## src/rtl/gpio_bank_pkg.sv

```systemverilog
package gpio_bank_pkg;

   typedef enum logic [1:0] {
      KIND_VAL = 2'd0,
      KIND_ENA = 2'd1,
      KIND_IST = 2'd2
   } state_kind_e;

   typedef enum logic [1:0] {
      VIEW_PLAIN = 2'd0,
      VIEW_SET   = 2'd1,
      VIEW_CLR   = 2'd2
   } write_view_e;

   localparam int unsigned NUM_KINDS  = 3;
   localparam int unsigned NUM_HALVES = 2;
   localparam int unsigned NUM_VIEWS  = 3;
   localparam int unsigned SYNC_LO_ADDR  = NUM_KINDS * NUM_HALVES * NUM_VIEWS;
   localparam int unsigned SYNC_HI_ADDR  = SYNC_LO_ADDR + 1;
   localparam int unsigned MODE_LO_ADDR  = SYNC_LO_ADDR + 2;
   localparam int unsigned MODE_HI_ADDR  = SYNC_LO_ADDR + 3;
   localparam int unsigned LAST_ADDR     = MODE_HI_ADDR;

   function automatic int unsigned view_addr(int unsigned kind, int unsigned half,
                                             int unsigned view);
      return kind * (NUM_HALVES * NUM_VIEWS) + half * NUM_VIEWS + view;
   endfunction

endpackage

```

## src/rtl/gpio_wr_decode.sv

```systemverilog
module gpio_wr_decode
   import gpio_bank_pkg::*;
#(
   parameter int unsigned NUM_PINS = 40,
   parameter int unsigned DATA_W   = 32,
   parameter int unsigned ADDR_W   = 5
) (
   input  logic                                 clk,
   input  logic                                 rst_n,
   input  logic                                 wr,
   input  logic [ADDR_W-1:0]                    addr,
   input  logic [DATA_W-1:0]                    wdata,
   output logic [NUM_KINDS-1:0][NUM_PINS-1:0]   plain_mask,
   output logic [NUM_PINS-1:0]                  wide_data,
   output logic [NUM_KINDS-1:0][NUM_PINS-1:0]   set_mask,
   output logic [NUM_KINDS-1:0][NUM_PINS-1:0]   clr_mask,
   output logic [NUM_PINS-1:0]                  mode_mask
);
   localparam int unsigned HI_W = NUM_PINS - DATA_W;

   logic [NUM_PINS-1:0] lo_span, hi_span, lo_data, hi_data;
   logic                addr_hi;

   assign lo_span = {{HI_W{1'b0}}, {DATA_W{1'b1}}};
   assign hi_span = ~lo_span;
   assign lo_data = {{HI_W{1'b0}}, wdata};
   assign hi_data = {wdata[HI_W-1:0], {DATA_W{1'b0}}};

   always_comb begin
      addr_hi = 1'b0;
      for (int unsigned k = 0; k < NUM_KINDS; k++) begin
         for (int unsigned v = 0; v < NUM_VIEWS; v++) begin
            if (int'(addr) == int'(view_addr(k, 1, v))) addr_hi = 1'b1;
         end
      end
      if (int'(addr) == int'(MODE_HI_ADDR)) addr_hi = 1'b1;
   end

   assign wide_data = addr_hi ? hi_data : lo_data;

   always_comb begin
      plain_mask = '0;
      set_mask   = '0;
      clr_mask   = '0;
      mode_mask  = '0;
      if (wr) begin
         for (int unsigned k = 0; k < NUM_KINDS; k++) begin
            for (int unsigned h = 0; h < NUM_HALVES; h++) begin
               if (int'(addr) == int'(view_addr(k, h, VIEW_PLAIN)))
                  plain_mask[k] = (h == 0) ? lo_span : hi_span;
               if (int'(addr) == int'(view_addr(k, h, VIEW_SET)))
                  set_mask[k] = (h == 0) ? lo_data : hi_data;
               if (int'(addr) == int'(view_addr(k, h, VIEW_CLR)))
                  clr_mask[k] = (h == 0) ? lo_data : hi_data;
            end
         end
         if (int'(addr) == int'(MODE_LO_ADDR)) mode_mask = lo_span;
         if (int'(addr) == int'(MODE_HI_ADDR)) mode_mask = hi_span;
      end
   end

   logic [3*NUM_KINDS:0] touched;
   always_comb begin
      for (int unsigned k = 0; k < NUM_KINDS; k++) begin
         touched[3*k]   = |plain_mask[k];
         touched[3*k+1] = |set_mask[k];
         touched[3*k+2] = |clr_mask[k];
      end
      touched[3*NUM_KINDS] = |mode_mask;
   end

   // one write never lands on two views or two kinds
   assert_one_target_R11: assert property (@(posedge clk) disable iff (!rst_n)
      $onehot0(touched));

   // reserved high bits never reach any state bit
   assert_hi_reserved_R5: assert property (@(posedge clk) disable iff (!rst_n)
      (addr_hi && wr) |-> ((wide_data & lo_span) == '0));

endmodule

```

## src/rtl/gpio_view_reg.sv

```systemverilog
module gpio_view_reg #(
   parameter int unsigned W = 40
) (
   input  logic         clk,
   input  logic         rst_n,
   input  logic [W-1:0] plain_mask,
   input  logic [W-1:0] plain_val,
   input  logic [W-1:0] set_mask,
   input  logic [W-1:0] clr_mask,
   input  logic [W-1:0] hw_set,
   output logic [W-1:0] q
);
   logic [W-1:0] sw_next;

   always_comb begin
      sw_next = (q & ~plain_mask) | (plain_val & plain_mask);
      sw_next = (sw_next | set_mask) & ~clr_mask;
   end

   always_ff @(posedge clk or negedge rst_n) begin
      if (!rst_n) q <= '0;
      else        q <= sw_next | hw_set;
   end

   assert_set_bits_R2: assert property (@(posedge clk) disable iff (!rst_n)
      (|set_mask) |=> ((q & $past(set_mask)) == $past(set_mask)));

   assert_clr_bits_R3: assert property (@(posedge clk) disable iff (!rst_n)
      (|clr_mask) |=> ((q & $past(clr_mask) & ~$past(hw_set)) == '0));

   assert_hw_wins_R9: assert property (@(posedge clk) disable iff (!rst_n)
      (|hw_set) |=> ((q & $past(hw_set)) == $past(hw_set)));

   assert_idle_hold_R2: assert property (@(posedge clk) disable iff (!rst_n)
      (plain_mask == '0 && set_mask == '0 && clr_mask == '0 && hw_set == '0)
      |=> $stable(q));

   assert_plain_untouched_R1: assert property (@(posedge clk) disable iff (!rst_n)
      (plain_mask != '0 && set_mask == '0 && clr_mask == '0 && hw_set == '0)
      |=> ((q & ~$past(plain_mask)) == ($past(q) & ~$past(plain_mask))));

endmodule

```

## src/rtl/gpio_in_sync.sv

```systemverilog
module gpio_in_sync #(
   parameter int unsigned W      = 40,
   parameter int unsigned STAGES = 2
) (
   input  logic         clk,
   input  logic         rst_n,
   input  logic [W-1:0] d,
   output logic [W-1:0] q
);
   logic [STAGES-1:0][W-1:0] chain;

   initial begin
      assert (STAGES >= 2) else $fatal(1, "synchronizer needs two stages");
   end

   always_ff @(posedge clk or negedge rst_n) begin
      if (!rst_n) chain[0] <= '0;
      else        chain[0] <= d;
   end

   for (genvar s = 1; s < STAGES; s++) begin : g_stage
      always_ff @(posedge clk or negedge rst_n) begin
         if (!rst_n) chain[s] <= '0;
         else        chain[s] <= chain[s-1];
      end
   end

   assign q = chain[STAGES-1];

   assert_sync_step_R6: assert property (@(posedge clk) disable iff (!rst_n)
      q == $past(chain[STAGES-2]));

endmodule

```

## src/rtl/gpio_pad_drive.sv

```systemverilog
module gpio_pad_drive #(
   parameter int unsigned W          = 40,
   parameter bit          OD_SUPPORT = 1'b1
) (
   input  logic [W-1:0] out_val,
   input  logic [W-1:0] out_ena,
   input  logic [W-1:0] od_sel,
   output logic [W-1:0] pad_out,
   output logic [W-1:0] pad_oe
);
   for (genvar i = 0; i < W; i++) begin : g_pin
      if (OD_SUPPORT) begin : g_od
         assign pad_out[i] = od_sel[i] ? 1'b0 : out_val[i];
         assign pad_oe[i]  = od_sel[i] ? (out_ena[i] & ~out_val[i]) : out_ena[i];
      end else begin : g_pp
         assign pad_out[i] = out_val[i];
         assign pad_oe[i]  = out_ena[i];
      end
   end

endmodule

```

## src/rtl/gpio_setclr_bank.sv

```systemverilog
module gpio_setclr_bank
   import gpio_bank_pkg::*;
#(
   parameter int unsigned NUM_PINS    = 40,
   parameter int unsigned DATA_W      = 32,
   parameter int unsigned ADDR_W      = 5,
   parameter int unsigned SYNC_STAGES = 2,
   parameter bit          OD_SUPPORT  = 1'b1
) (
   input  logic                clk,
   input  logic                rst_n,
   input  logic                bus_wr,
   input  logic [ADDR_W-1:0]   bus_addr,
   input  logic [DATA_W-1:0]   bus_wdata,
   output logic [DATA_W-1:0]   bus_rdata,
   input  logic [NUM_PINS-1:0] pad_in,
   input  logic [NUM_PINS-1:0] irq_set,
   output logic [NUM_PINS-1:0] pad_out,
   output logic [NUM_PINS-1:0] pad_oe,
   output logic [NUM_PINS-1:0] irq_status
);
   localparam int unsigned HI_W  = NUM_PINS - DATA_W;
   localparam int unsigned PAD_W = DATA_W - HI_W;

   initial begin
      assert (NUM_PINS > DATA_W && NUM_PINS < 2 * DATA_W)
         else $fatal(1, "pin count must need a partial high word");
      assert ((1 << ADDR_W) > LAST_ADDR)
         else $fatal(1, "address width too small for the map");
   end

   logic [NUM_KINDS-1:0][NUM_PINS-1:0] plain_mask, set_mask, clr_mask, state;
   logic [NUM_PINS-1:0] wide_data, mode_mask, mode_q, in_sync;

   gpio_wr_decode #(.NUM_PINS(NUM_PINS), .DATA_W(DATA_W), .ADDR_W(ADDR_W)) u_dec (
      .clk(clk), .rst_n(rst_n), .wr(bus_wr), .addr(bus_addr), .wdata(bus_wdata),
      .plain_mask(plain_mask), .wide_data(wide_data), .set_mask(set_mask),
      .clr_mask(clr_mask), .mode_mask(mode_mask)
   );

   for (genvar k = 0; k < NUM_KINDS; k++) begin : g_kind
      logic [NUM_PINS-1:0] hw;
      if (k == int'(KIND_IST)) begin : g_hw
         assign hw = irq_set;
      end else begin : g_sw
         assign hw = '0;
      end
      gpio_view_reg #(.W(NUM_PINS)) u_reg (
         .clk(clk), .rst_n(rst_n), .plain_mask(plain_mask[k]), .plain_val(wide_data),
         .set_mask(set_mask[k]), .clr_mask(clr_mask[k]), .hw_set(hw), .q(state[k])
      );
   end

   gpio_view_reg #(.W(NUM_PINS)) u_mode (
      .clk(clk), .rst_n(rst_n), .plain_mask(mode_mask), .plain_val(wide_data),
      .set_mask('0), .clr_mask('0), .hw_set('0), .q(mode_q)
   );

   gpio_in_sync #(.W(NUM_PINS), .STAGES(SYNC_STAGES)) u_sync (
      .clk(clk), .rst_n(rst_n), .d(pad_in), .q(in_sync)
   );

   gpio_pad_drive #(.W(NUM_PINS), .OD_SUPPORT(OD_SUPPORT)) u_drv (
      .out_val(state[KIND_VAL]), .out_ena(state[KIND_ENA]), .od_sel(mode_q),
      .pad_out(pad_out), .pad_oe(pad_oe)
   );

   assign irq_status = state[KIND_IST];

   function automatic logic [DATA_W-1:0] pick_half(logic [NUM_PINS-1:0] v, bit hi);
      return hi ? {{PAD_W{1'b0}}, v[NUM_PINS-1:DATA_W]} : v[DATA_W-1:0];
   endfunction

   logic rd_hi;
   always_comb begin
      bus_rdata = '0;
      rd_hi     = 1'b0;
      for (int unsigned k = 0; k < NUM_KINDS; k++) begin
         for (int unsigned h = 0; h < NUM_HALVES; h++) begin
            for (int unsigned v = 0; v < NUM_VIEWS; v++) begin
               if (int'(bus_addr) == int'(view_addr(k, h, v))) begin
                  bus_rdata = pick_half(state[k], h == 1);
                  rd_hi     = (h == 1);
               end
            end
         end
      end
      if (int'(bus_addr) == int'(SYNC_LO_ADDR)) bus_rdata = pick_half(in_sync, 1'b0);
      if (int'(bus_addr) == int'(SYNC_HI_ADDR)) begin
         bus_rdata = pick_half(in_sync, 1'b1);
         rd_hi     = 1'b1;
      end
      if (int'(bus_addr) == int'(MODE_LO_ADDR)) bus_rdata = pick_half(mode_q, 1'b0);
      if (int'(bus_addr) == int'(MODE_HI_ADDR)) begin
         bus_rdata = pick_half(mode_q, 1'b1);
         rd_hi     = 1'b1;
      end
   end

   assert_rd_reserved_R5: assert property (@(posedge clk) disable iff (!rst_n)
      rd_hi |-> (bus_rdata[DATA_W-1:HI_W] == '0));

   assert_unmapped_zero_R4: assert property (@(posedge clk) disable iff (!rst_n)
      (int'(bus_addr) > int'(LAST_ADDR)) |-> (bus_rdata == '0));

   assert_od_never_high_R8: assert property (@(posedge clk) disable iff (!rst_n)
      (mode_q & pad_out) == '0);

   assert_od_release_R8: assert property (@(posedge clk) disable iff (!rst_n)
      (mode_q & pad_oe & state[KIND_VAL]) == '0);

   assert_push_pull_R7: assert property (@(posedge clk) disable iff (!rst_n)
      (~mode_q & ((pad_out ^ state[KIND_VAL]) | (pad_oe ^ state[KIND_ENA]))) == '0);

endmodule

```

## config.mk

```make
export PLATFORM = sky130hd
export DESIGN_NAME = gpio_setclr_bank
export DESIGN_NICKNAME = d
export VERILOG_FILES = /design/src/rtl/gpio_bank_pkg.sv /design/src/rtl/gpio_wr_decode.sv /design/src/rtl/gpio_view_reg.sv /design/src/rtl/gpio_in_sync.sv /design/src/rtl/gpio_pad_drive.sv /design/src/rtl/gpio_setclr_bank.sv
export SDC_FILE = /design/constraint.sdc
export NUM_CORES = 1
export LEC_CHECK = 0
export ABC_CLOCK_PERIOD_IN_PS = 2700
export BUFFER_PORTS_ARGS = -buffer_cell sky130_fd_sc_hd__buf_2
export CORE_ASPECT_RATIO = 1.1
export CORE_MARGIN = 5
export CORE_UTILIZATION = 46
export DETAILED_ROUTE_END_ITERATION = 16
export PLACE_DENSITY = 0.69
export SLEW_MARGIN = 30
export SYNTH_ARGS = -nofsm -noshare
export SYNTH_HDL_FRONTEND = slang
export SYNTH_SLANG_ARGS = --single-unit
```

## constraint.sdc

```tcl
create_clock -name clk -period 2.7 [get_ports clk]
set_clock_uncertainty 0.1 [all_clocks]
set_input_delay 0.675 -clock clk [delete_from_list [all_inputs] [get_ports clk]]
set_output_delay 0.675 -clock clk [all_outputs]
set_load 0.05 [all_outputs]
```

# Word level (Yosys, flattened, before mapping)
# Index checks and enable logic that the tools add are counted.
[op_classes] bitwise_logic=106 muxes=137 n_reduce_logical=1 eq_ne=21
[ops] operator="$mux 32" n=32
[ops] operator="$mux 40" n=12
[ops] operator="$and 40x40->40" n=11
[ops] operator="$mux 120" n=3
[ops] operator="$or 40x40->40" n=8
[ops] operator="$not 40->40" n=7
[ops] operator="$mux 1" n=90
[ops] operator="$eq 5x5->1 const B" n=14
[ops] operator="$and 1x1->1" n=40
[ops] operator="$not 1->1" n=40
[ops] operator="$eq 5x4->1 const B" n=4
[ops] operator="$eq 5x3->1 const B" n=2
[ops] operator="$eq 5x2->1 const B" n=1
[ops] operator="$logic_not 5->1" n=1
[word_totals] ff_bits=240 in_bits=120 out_inout_bits=152 wordCells=271

# Depth between registers and ports, before layout
[depth] depth_word=23 mapped_depth=9 depth_no_buf=5

# Cells and area by module
# From an unflattened synthesis, not the netlist that was laid out.
[hier_totals] cells_unflattened=1885 hier_area_um2=16067.9
[modules_own_cells] module="gpio_view_reg" area_per_inst_um2=2001.9 n_inst=4 seq_area_each_um2=1001.0 cells_each=200
[modules_own_cells] module="gpio_wr_decode" area_per_inst_um2=2887.8 n_inst=1 seq_area_each_um2=0.0 cells_each=551
[modules_own_cells] module="gpio_in_sync" area_per_inst_um2=2302.2 n_inst=1 seq_area_each_um2=2001.9 cells_each=120
[modules_own_cells] module="gpio_setclr_bank" area_per_inst_um2=2219.6 n_inst=1 seq_area_each_um2=0.0 cells_each=334
[modules_own_cells] module="gpio_pad_drive" area_per_inst_um2=650.6 n_inst=1 seq_area_each_um2=0.0 cells_each=80

# Worst setup path before layout
# OpenSTA, ideal clock, no wires.
[synth_timing] path_kind="in2out" start="input bus_addr[2]" end="output bus_rdata[7]" n_path_buf=3 t_arrival_ps=2832 setup_slack_ps=-907 stages=7 t_required_ps=1925 cell_sequence="buf_2 buf_2 nand3b_1 nor2_1 clkbuf_1 a221oi_1 o21ai_0"
[synth_via] elab_chain_cells=23 elab_cells_between_ends=44 classes_between="21 x eq/ne; 22 x mux; 1 x reduce/logical"
[synth_lines] element="start, declared" line="gpio_setclr_bank.sv:13" text="input logic [ADDR_W-1:0] bus_addr,"
[synth_lines] element="$logic_not 5->1" line="gpio_setclr_bank.sv:81" text="if (int'(bus_addr) == int'(view_addr(k, h, v))) begin"
[synth_lines] element="$mux 32 (18 in series)" line="gpio_setclr_bank.sv:81"
[synth_lines] element="$mux 32" line="gpio_setclr_bank.sv:88" text="if (int'(bus_addr) == int'(SYNC_LO_ADDR)) bus_rdata = pick_half(in_sync, 1'b0);"
[synth_lines] element="$mux 32" line="gpio_setclr_bank.sv:89" text="if (int'(bus_addr) == int'(SYNC_HI_ADDR)) begin"
[synth_lines] element="$mux 32" line="gpio_setclr_bank.sv:93" text="if (int'(bus_addr) == int'(MODE_LO_ADDR)) bus_rdata = pick_half(mode_q, 1'b0);"
[synth_lines] element="$mux 32 (*)" line="gpio_setclr_bank.sv:94" text="if (int'(bus_addr) == int'(MODE_HI_ADDR)) begin"
[synth_lines] element="end, declared" line="gpio_setclr_bank.sv:15" text="output logic [DATA_W-1:0] bus_rdata,"
# Mark *: on every way between the ends. The rest lies on a longest branch, timed or not.

# Final worst setup path
[layout_timing] start="input bus_addr[1]" end="output bus_rdata[8]"
# Same word-level chain as after synthesis.

==> metrics.txt <==
Hold WC Path Type=input port to register; Die Y=185 um; Syn Area/Cell=9.30 sq um; worst hold margin=0.126 ns; CP Max Fanout=24; Max-slew headroom=58.4%; worst skew pair latency=0.55 ns; Synth Area in Simple Gates=16.9%; Clock Sink Count=240; grt total ovfl=0; layout cells sized above 1=34.1%; Clock Tree Buf Depth=3; Yosys cell types=56; H-tree lvl count=1; area delta synth->final=36.2%; Critical Path RT=1.92 ns; Starting Density=46.3%; TritonCTS buffer count=27; # IOs=272; Core ar.=27500 sq um; Critical Path AT=2.36 ns; most frequent cell on the critical path=buf_12; Post-DP Area=15800 sq um; crit-path cells=buf_12, or4b_4, a21oi_4, buf_12, a221oi_1, nor3_1, a221o_2, buf_8; internal reg-to-reg setup slack=1.59 ns; vias=13400; post-route setup slack=-0.432 ns; initial antenna violation count=4; Clk pin slew, worst setup/hold paths=0.06 ns; pre-CTS setup slack=-0.622 ns; Post-Place Cells=1996; drt wl/cell=25.3 um; placer congestion estimate=0.965; CP peak stage delay=0.54 ns; RSZ-0062 raised after global routing=true; drt pass-1 iters=7; Critical Setup Path Class=input port to output port; Core Rows=64; I/O Buffers=271; Post-DRT Antenna Nets=0; vias per cell=6.51; final net count=1797; Total Wirelength=52200 um; die area=31100 sq um; Final Max Slew Viols=0; Worst-Margin Slew=0.620 ns; First DRT Iteration DRCs=1772; ys flop type=dfrtp_1; synth warn=0; vias in the first global route=13400; largest family of logic cells by synthesized area=compound AO/OA/AOI/OAI gates; area leader, netlist=dfrtp_1; aggregate global-route resource usage=32.1%; violated checks=setup timing; Crit. End Element=output port; final clock period utilization by the worst path=116%; # setup viols final=32; root buf cell=clkbuf_16; final hold vios=0; post-synthesis mux area share=0.157%; Die Wd=169 um; first-pass GRT wire length=78900 um; Adder-Cell Fraction of Synth Area=0%; total power=12.0 mW; CTS tree=built; Lkg Pwr=7.52 nW; Slowest-stage cell, CP=or4b_4; flops & latches, synth=240; xor/xnor share of the synthesized area=0%; EDFF count, synth=0; Post-Syn Instances=1371; Synth top area share=47.1%; Compound-Gate Fraction of Synth Area=30.4%; final instance area=17400 sq um; Max-Cap Viols=0; min cycle time layout=3.13 ns; Pwr Density=692 nW/um^2; Fmax=0.319 GHz; Non-Filler Instances=2061; total negative slack=-11.63 ns; VDD IR max=0.000607 V; synth top area cells=dfrtp_1 (47%), a22oi_1 (5.7%), a31oi_1 (5.1%); final core occ=63.0%; async set-reset flop share out of synthesis=100%; largest net degree at the start of global routing=77; Critical Path Source Type=input port; # fillers=2295; DP HPWL=34900 um; Net Count, Synth=1491; status=finished, violations left; Seq/Total Area, Yosys=47.1%; Remaining DRCs=0; Mapped Area=12700 sq um
==> kinds of logic after synthesis <==
logic type / after synthesis
multiplexers: 2
buffers and inverters: 161
AND/OR/NAND/NOR: 429
AO/OA/AOI/OAI: 539
flip-flops: 240
==> timing repair <==
action	in CTS	in global routing
cloned	0	2
setup endpoints to repair	32	32
gates resized for setup	116	41
endpoints found under the hold margin	37	0
hold buffers	1	0
buffers inserted	3	12
pin swaps	15	19
==> routing by layer <==
layer,up-vias,GRT usage [%],share of wire [%]
met5,-,0,0.042
met4,4,15.3,5.2
met3,204,6.03,9.3
met2,840,51.1,47
met1,6550,42.7,39
li1,5817,-,-
==> worst max-delay path: cells and delay by family <==
family | cells | cell delay (ns)
compound gates | 3 | 0.46
buf+inv | 3 | 0.48
simple gates | 2 | 0.72
==> cell usage after synthesis, types with 28 or more instances <==
cell type  number
buf_2          46
o21ai_1        28
dfrtp_1       240
nor3_1         49
clkbuf_1       94
a21oi_1        69
o21ai_0        50
nor2b_1        54
nand3_1        94
a31oi_1       103
nand2_1       150
a21boi_0       40
a22oi_1        96
==> placed cells by master (no fill, tap or decap), types with 21 or more instances in the layout <==
master,netlist,layout
buf_12,0,41
buf_2,46,232
a21boi_0,40,40
dfrtp_1,240,239
clkbuf_16,0,29
buf_6,2,26
nor2b_1,54,53
nand3_1,94,90
a21oi_1,69,67
o21ai_1,28,40
nor3_1,49,45
a31oi_1,103,102
buf_4,3,108
a22oi_1,96,93
o21ai_0,50,34
nand2_1,150,145
buf_8,0,21
==> power breakdown <==
group          leakage, nW  switching (mW)  internal (mW)
clock                0.409            1.51           2.05
combinational         4.27            2.57           1.33
sequential            2.84           0.498           4.06
total                 7.52            4.58           7.43
==> final timing paths <==
path	end	cells after the start	from
setup / recovery	bus_rdata[8]	8	bus_addr[1]
hold / removal	u_sync.chain[28]	1	pad_in[28]
setup reg to reg	g_kind[0].u_reg.q[7]	3	g_kind[0].u_reg.q[7]
hold reg to reg	u_sync.q[36]	0	u_sync.chain[36]
max in group asynchronous	g_kind[1].u_reg.q[7]	3	rst_n
min in group asynchronous	u_sync.chain[38]	2	rst_n
==> layout make-up <==
| class | instances | area (sq um) | share of cell area (%) |
|---|---|---|---|
| Tap cell | 363 | 454 | 2.62 |
| Multi-Input combinational cell | 970 | 6580 | 37.9 |
| Clock buffer | 42 | 772 | 4.45 |
| Sequential cell | 240 | 6010 | 34.6 |
| Inverter | 7 | 26.3 | 0.151 |
| Clock inverter | 6 | 58.8 | 0.339 |
| Timing Repair Buffer | 431 | 3460 | 19.9 |
| Antenna cell | 2 | 5.00 | 0.0288 |
Note: power is estimated with default switching activity, not from simulation.
